--- src/rtl/perf_monitor.sv ---
module perf_monitor #(
  parameter int CNT_W         = 32,
  parameter int NUM_EVT       = 32,
  parameter int PRESCALE_LOG2 = 6
) (
  input  logic               clk,
  input  logic               rst_n,
  input  logic               reg_we,
  input  logic [1:0]         reg_addr,
  input  logic [31:0]        reg_wdata,
  output logic [31:0]        reg_rdata,
  input  logic [NUM_EVT-1:0] evt_in,
  output logic               irq
);
  localparam logic [1:0] A_CTRL = 2'd0;
  localparam logic [1:0] A_CYC  = 2'd1;
  localparam logic [1:0] A_EV0  = 2'd2;
  localparam logic [1:0] A_EV1  = 2'd3;
  localparam logic [7:0] PARK   = 8'hFF;

  // index 0: event counter 0, 1: event counter 1, 2: cycle counter
  logic             run, slow;
  logic [2:0]       ie, ovf, inc, ld, clr, wrap;
  logic [7:0]       sel0, sel1;
  logic [CNT_W-1:0] cnt [3];
  logic [PRESCALE_LOG2-1:0] pre;
  logic [255:0]     evt_ext;
  logic             unused_bits;

  wire wr_ctrl = reg_we && (reg_addr == A_CTRL);
  wire clr_ev  = wr_ctrl && reg_wdata[1];
  wire clr_cyc = wr_ctrl && reg_wdata[2];
  wire tick    = run && (!slow || (&pre));

  assign evt_ext     = 256'(evt_in);
  assign unused_bits = ^{reg_wdata[31:28], reg_wdata[11], reg_wdata[7]};

  assign inc[0] = run && (sel0 != PARK) && evt_ext[sel0];
  assign inc[1] = run && (sel1 != PARK) && evt_ext[sel1];
  assign inc[2] = tick;
  assign ld  = {reg_we && reg_addr == A_CYC, reg_we && reg_addr == A_EV1,
                reg_we && reg_addr == A_EV0};
  assign clr = {clr_cyc, clr_ev, clr_ev};

  for (genvar k = 0; k < 3; k++) begin : g_cnt
    assign wrap[k] = inc[k] && !clr[k] && !ld[k] && (&cnt[k]);
    always_ff @(posedge clk or negedge rst_n) begin
      if (!rst_n)      cnt[k] <= '0;
      else if (clr[k]) cnt[k] <= '0;
      else if (ld[k])  cnt[k] <= reg_wdata[CNT_W-1:0];
      else if (inc[k]) cnt[k] <= cnt[k] + 1'b1;
    end
  end

  always_ff @(posedge clk or negedge rst_n) begin
    if (!rst_n)             pre <= '0;
    else if (clr_cyc)       pre <= '0;
    else if (run && slow)   pre <= pre + 1'b1;
  end

  always_ff @(posedge clk or negedge rst_n) begin
    if (!rst_n) begin
      run <= 1'b0; slow <= 1'b0; ie <= '0; ovf <= '0;
      sel0 <= '0; sel1 <= '0;
    end else begin
      if (wr_ctrl) begin
        run  <= reg_wdata[0];
        slow <= reg_wdata[3];
        ie   <= reg_wdata[6:4];
        sel0 <= reg_wdata[19:12];
        sel1 <= reg_wdata[27:20];
        ovf  <= (ovf & ~reg_wdata[10:8]) | wrap;
      end else begin
        ovf  <= ovf | wrap;
      end
    end
  end

  assign irq = |(ovf & ie);

  always_comb begin
    case (reg_addr)
      A_CTRL:  reg_rdata = {4'b0, sel1, sel0, 1'b0, ovf, 1'b0, ie, slow, 2'b0, run};
      A_CYC:   reg_rdata = 32'(cnt[2]);
      A_EV0:   reg_rdata = 32'(cnt[0]);
      default: reg_rdata = 32'(cnt[1]);
    endcase
  end

  a_r3_frozen: assert property (@(posedge clk) disable iff (!rst_n)
    !run && !reg_we |=> $stable(cnt[0]) && $stable(cnt[1]) && $stable(cnt[2]));
  a_r4_step: assert property (@(posedge clk) disable iff (!rst_n)
    run && !slow && !reg_we |=> cnt[2] == $past(cnt[2]) + 1'b1);
  a_r6_parked: assert property (@(posedge clk) disable iff (!rst_n)
    sel0 == PARK && !reg_we |=> $stable(cnt[0]));
  a_r8_clear: assert property (@(posedge clk) disable iff (!rst_n)
    clr_ev && ovf[0] && !reg_wdata[8] |=> cnt[0] == '0 && cnt[1] == '0 && ovf[0]);
  a_r9_wrap: assert property (@(posedge clk) disable iff (!rst_n)
    (&cnt[2]) && tick && !reg_we |=> ovf[2] && cnt[2] == '0);
  a_r11_irq: assert property (@(posedge clk) disable iff (!rst_n)
    irq |-> (|ovf));
  a_r12_keep: assert property (@(posedge clk) disable iff (!rst_n)
    ovf[0] && !(wr_ctrl && reg_wdata[8]) |=> ovf[0]);
endmodule

--- config.mk ---
export PLATFORM = sky130hd
export DESIGN_NAME = perf_monitor
export DESIGN_NICKNAME = d
export VERILOG_FILES = /design/src/rtl/perf_monitor.sv
export SDC_FILE = /design/constraint.sdc
export NUM_CORES = 1
export LEC_CHECK = 0
export BUFFER_PORTS_ARGS = -buffer_cell sky130_fd_sc_hd__buf_4
export CORE_MARGIN = 4
export CORE_UTILIZATION = 40
export CTS_CLUSTER_SIZE = 28
export DETAILED_ROUTE_END_ITERATION = 7
export PLACE_DENSITY = 0.6
export SYNTH_ARGS = -nofsm -noshare
export SYNTH_HDL_FRONTEND = slang
export SYNTH_SLANG_ARGS = --single-unit
--- constraint.sdc ---
create_clock -name clk -period 3.45 [get_ports clk]
set_clock_uncertainty 0.05 [all_clocks]
set_input_delay 0.1725 -clock clk [delete_from_list [all_inputs] [get_ports clk]]
set_output_delay 0.1725 -clock clk [all_outputs]
set_load 0.01 [all_outputs]
## Word level (Yosys, flattened, before mapping)

Cells that the tools add are included.
W data, S select, Z words.

| word-level totals | value |
|---|---|
| input port bits | 69 |
| word-level logic and storage cells | 81 |
| output and inout port bits | 33 |
| register bits | 126 |

| cells by class | value |
|---|---|
| add/subtract/negate cells | 4 |
| equality and inequality tests | 5 |
| multiplexer cells | 17 |
| $lt $le $gt $ge | 2 |
| reductions and logical operators | 38 |
| bitwise logic cells | 5 |

Operator list:

| operator | count |
|---|---|
| $mux W32 | 9 |
| $add A32 B1 Y32 const B | 3 |
| $pmux W32 S3 | 1 |
| $reduce_and A32 Y1 | 3 |
| $logic_and A1 B1 Y1 | 21 |
| $lt A8 B9 Y1 const B | 2 |
| $bmux W1 S8 | 2 |
| $ne A8 B8 Y1 const B | 2 |
| $mux W6 | 2 |
| $reduce_bool A3 Y1 | 3 |
| $add A6 B1 Y6 const B | 1 |
| $and A3 B3 Y3 | 2 |
| $logic_not A1 Y1 | 6 |
| $or A3 B3 Y3 | 2 |
| $reduce_and A6 Y1 | 1 |
| $eq A2 B2 Y1 const B | 2 |
| $mux W3 | 1 |
| $not A3 Y3 | 1 |
| $reduce_or A3 Y1 | 1 |
| $eq A2 B1 Y1 const B | 1 |
| $logic_not A2 Y1 | 1 |
| $mux W1 | 2 |
| $reduce_bool A2 Y1 | 1 |
| $logic_or A1 B1 Y1 | 1 |

## Logic depth before layout (Yosys ltp)

| logic depth | value |
|---|---|
| depth in word-level cells | 9 |
| depth in mapped cells | 10 |
| depth with buffers taken out | 7 |

## Worst setup path before layout

No wires, ideal clock.

| timing path | value |
|---|---|
| kind | flip-flop to flip-flop |
| from | register sel1[0] |
| to | register cnt[63] (netlist bit) |
| required time | 3.331 ns |
| clock period less this slack | 2.775 ns |
| arrival time | 2.656 ns |
| path slack | 0.675 ns |
| library setup time | 0.069 ns |
| cell stages (with the launch flop) | 8 |
| cells stage by stage | dfrtp_1 > clkbuf_1 > mux4_2 > a221o_1 > or4_1 > buf_2 > or4b_1 > nand3_1 |

| between the ends | value |
|---|---|
| cells in the longest elaborated chain, start to end | 4 |

RTL lines:

| element | RTL line | RTL |
|---|---|---|
| start: declaration | 24 | `logic [7:0] sel0, sel1;` |
| start signal: assignment | 71 | `sel1 <= reg_wdata[27:20];` |
| $bmux W1 S8 or $ne A8 B8 Y1 (tied branches) | 39 | `assign inc[1] = run && (sel1 != PARK) && evt_ext[sel1];` |
| $mux W1 (not written as such) or $logic_and A1 B1 Y1 (tied branches) | 39 |  |
| $logic_and A1 B1 Y1 (*) | 39 |  |
| $reduce_bool A3 Y1 (no line) (*) | n/a |  |
| end signal: indexed assignment | 50 | `else if (ld[k]) cnt[k] <= reg_wdata[CNT_W-1:0];` |
| end signal: indexed assignment | 51 | `else if (inc[k]) cnt[k] <= cnt[k] + 1'b1;` |
| end: declaration | 25 | `logic [CNT_W-1:0] cnt [3];` |

Every way passes the cells marked *; elsewhere a longest branch is shown, timed or not. The select of a mux whose other input is x is not followed.
A chain may end at the register's enable or synchronous reset.

## Worst setup path after layout

| timing path | value |
|---|---|
| from | register sel0[0] |
| to | register cnt[93] (netlist bit) |

| between the ends | value |
|---|---|
| cells in the longest elaborated chain, start to end | 4 |

RTL lines:

| element | RTL line | RTL |
|---|---|---|
| start: declaration | 24 |  |
| start signal: assignment | 70 | `sel0 <= reg_wdata[19:12];` |
| $bmux W1 S8 or $ne A8 B8 Y1 (tied branches) | 38 | `assign inc[0] = run && (sel0 != PARK) && evt_ext[sel0];` |
| $mux W1 (not written as such) or $logic_and A1 B1 Y1 (tied branches) | 38 |  |
| $logic_and A1 B1 Y1 (*) | 38 |  |
| $reduce_bool A3 Y1 (no line) (*) | n/a |  |

Marked as above.

==> results.md <==
* Outcome: completed
* Worst R2R End: cnt[93]
* Avg Vias per Cell at between 6 and 7
* Root Driver: clkbuf_16
* Register area at about 3200 um^2
* Yosys top cell by area: dfrtp_1
* Met3 Use GR at 5.28%
* Finished Cell Area at approximately 10000 um^2
* Worst hold path class: in -> reg
* Primary FF master, synth: dfrtp_1
* Global routing's busiest layer: met2
* Post-Route Utilization at about half
* CP max FO at 13
* Chip height at ~150 um
* DRT iter0 DRCs at 561
* Vias in the first global route at 7671
* Placed cells at between 1000 and 1500
* Die Wd at ~150 um
* Layout cells sized above 1 at 23.0%
* RSZ-0062 raised after global routing: false
* CTS max path bufs at 2
* Share of the yosys chip area belonging to registers at ~38%
* Most common cell after layout, fill and taps aside: buf_4
* Syn-to-layout area delta at 23.0%
* R2r worst-path depth at 7
* Multi-input gate area at between 4000 and 5000 um^2
* Maximum vdd drop at ~0.33 mV
* CP max stage cell: dfrtp_1
* Layout fillers at around 1900
* First-pass GRT wire length at 43800 um
* Initial Util at about two fifths
* Clock Pin Slew Worst Setup and Hold Paths at 0.06 ns
* Global Route Usage Sum at 23.6%
* Critical Path Source Type: flip-flop
* Port Buffer Count at 101
* Fin cells at 1297
* Met1 usage at around 34%
* Overall power at ~5.3 mW
* Min Tclk post-route at ~3.1 ns
* Period utilization at between 90% and 100%
* ANT cells at 0
* Arrival time at the worst endpoint at between 3 and 4 ns
* Highest-count cells in the layout ignoring fill and taps: 127 x buf_4, 126 x dfrtp_1, 83 x o21ai_0
* FP Rows at between 50 and 60
* Largest net degree at the start of global routing at 90
* Total number of vias at 7794
* Synth warn at 0
* Critical path type: reg -> reg
* Final setup fails at 0
* DR pass1 iterations at 5
* Post-DRT Antenna Nets at 0
* DR WL/cell at 21.3 um
* Cells after synthesis at around 900
* Relative slew slack at between 20% and 30%
* Max-slew violation count at 0
* HP Start: reg_wdata[9]
* H-tree Lvls at 4
* R2R setup slack at just over 0.3 ns
* Remaining global-route overflow at 0
* FFs w/ async S/R, synth at 100%
* Setup ws final at 0.306 ns
* Syn Area/Cell at 9.33 um^2
* Core area at just over 20000 um^2
* Worst-Margin Slew at around 1.1 ns
* Max Freq at about 320 MHz
* GP Congestion at ~0.92
* Synth top area cells: dfrtp_1 38%, mux4_2 9.4%, xnor2_1 5.6%
* Hold endpoint: cnt[73]
* Final Hold Viols at 0
* Synthesized area at ~8400 um^2
* Setup crit end kind: flip-flop
* Antenna violations before repair at 0
* CTS tree: built
* CTS resizes at 0
* Final #Nets at 1087
* R2r startpoint: sel0[0]
* Residual DRC at 0
* Max Cap Viol at 0
* Dpl ws at 0.369 ns
* DP Area at about 9500 um^2
* Count of cell types in the netlist at 56
* Full die area at roughly 23000 um^2
* Met2 Resource Use GR at around 37%
* Setup_tns at 0 ns
* Slowest stage delay, CP at 0.74 ns
* Post-DP HPWL at around 20000 um
* Static leakage at about 4 nW
* Synth top area share at between 30 and 40%
* Hold_ws at 0.0229 ns
* Worst-Skew Late Latency at roughly 0.42 ns
* WP data required at about 3.7 ns
* Hold path depth at 3
* Clock buffer count from CTS at 17
* Power density cells at approximately 520 nW/um^2
* Number of synthesized flops with an enable pin at 0
* Total Wirelength at ~28000 um
* Yosys reg bits at roughly 130
* Ports at approximately 100
* CP Cell Sequence: mux2i_1 > mux4_2 > a22oi_1 > buf_4 > nand4_1 > or3_1 > a31oi_1
* Clock sinks at approximately 130
* Syn nets at ~970
[worst max path at each step]
stage | endpoint | cells after the start | startpoint | slack (ns)
floorplan | cnt[63] | 7 | sel1[0] | 0.68
global placement | cnt[89] | 7 | sel0[0] | 0.43
detailed placement | cnt[93] | 7 | sel0[0] | 0.37
CTS | cnt[93] | 7 | sel0[0] | 0.34
global route | cnt[93] | 7 | sel0[0] | 0.18
finish | cnt[93] | 7 | sel0[0] | 0.31
[registers in the layout, summed over array words and instances (netlist names)]
| signal | flops |
|---|---|
| ovf | 3 |
| cnt | 96 |
| pre | 6 |
| slow | 1 |
| sel1 | 8 |
| run | 1 |
| sel0 | 8 |
| ie | 3 |
[layer usage]
metal | vias up | routed length [um]
met2 | 283 | 12700
li1 | 3603 | -
met4 | 0 | 293
met3 | 26 | 1950
met1 | 3882 | 12700
met5 | - | 0
[synth_stat cells (7+ instances only)]
cell type / number
or4_1: 8
a22o_1: 11
nor3_1: 28
or3_1: 13
nand2_1: 78
and2_1: 8
clkbuf_1: 50
nor4_1: 27
xor2_1: 15
nand3_1: 47
o31ai_1: 12
and3_1: 19
o21ai_0: 83
nand4_1: 25
a31oi_1: 13
xnor2_1: 54
nor2_1: 39
mux2i_1: 21
a21oi_1: 59
dfrtp_1: 126
mux2_2: 30
mux4_2: 35
a211oi_1: 7
inv_1: 21
buf_1: 8
[area by class of cell]
class                           instances  area share [%]
Clock inverter                         15            1.21
Multi-Input combinational cell        690            47.7
Clock buffer                           17            4.12
Tap cell                              270            3.27
Timing Repair Buffer                  158            12.4
Sequential cell                       126            30.6
Inverter                               21           0.764
[cells by family after synthesis]
kind of cell | count (synthesis) | share of synthesized area, %
adder cells (fa/ha/maj) | 4 | 0.597
flip-flops | 126 | 37.6
XOR/XNOR | 69 | 7.21
buffers and inverters | 83 | 3.88
AND/OR/NAND/NOR | 315 | 19.4
AO/OA/AOI/OAI | 215 | 15.1
multiplexers | 87 | 16.2
[where the power goes]
group	internal, mW	switching [mW]
Clock	0.984	0.712
Sequential	1.76	0.408
Combinational	0.782	0.686
Total	3.53	1.81
[repair_timing]
item,CTS,global route
endpoints found under the setup margin,0,0
hold buffers,29,0
setup buffers,0,0
hold endpoints to repair,131,0
[worst max-delay path, delay by kind of cell (launching register included)]
family	cells	cell delay [ns]
and+or+nand+nor	2	0.88
muxes	2	0.64
buffers and inverters	1	0.26
AOI/OAI and AO/OA	2	0.49
DFF	1	0.74
Note: power is estimated with default switching activity, not from simulation.
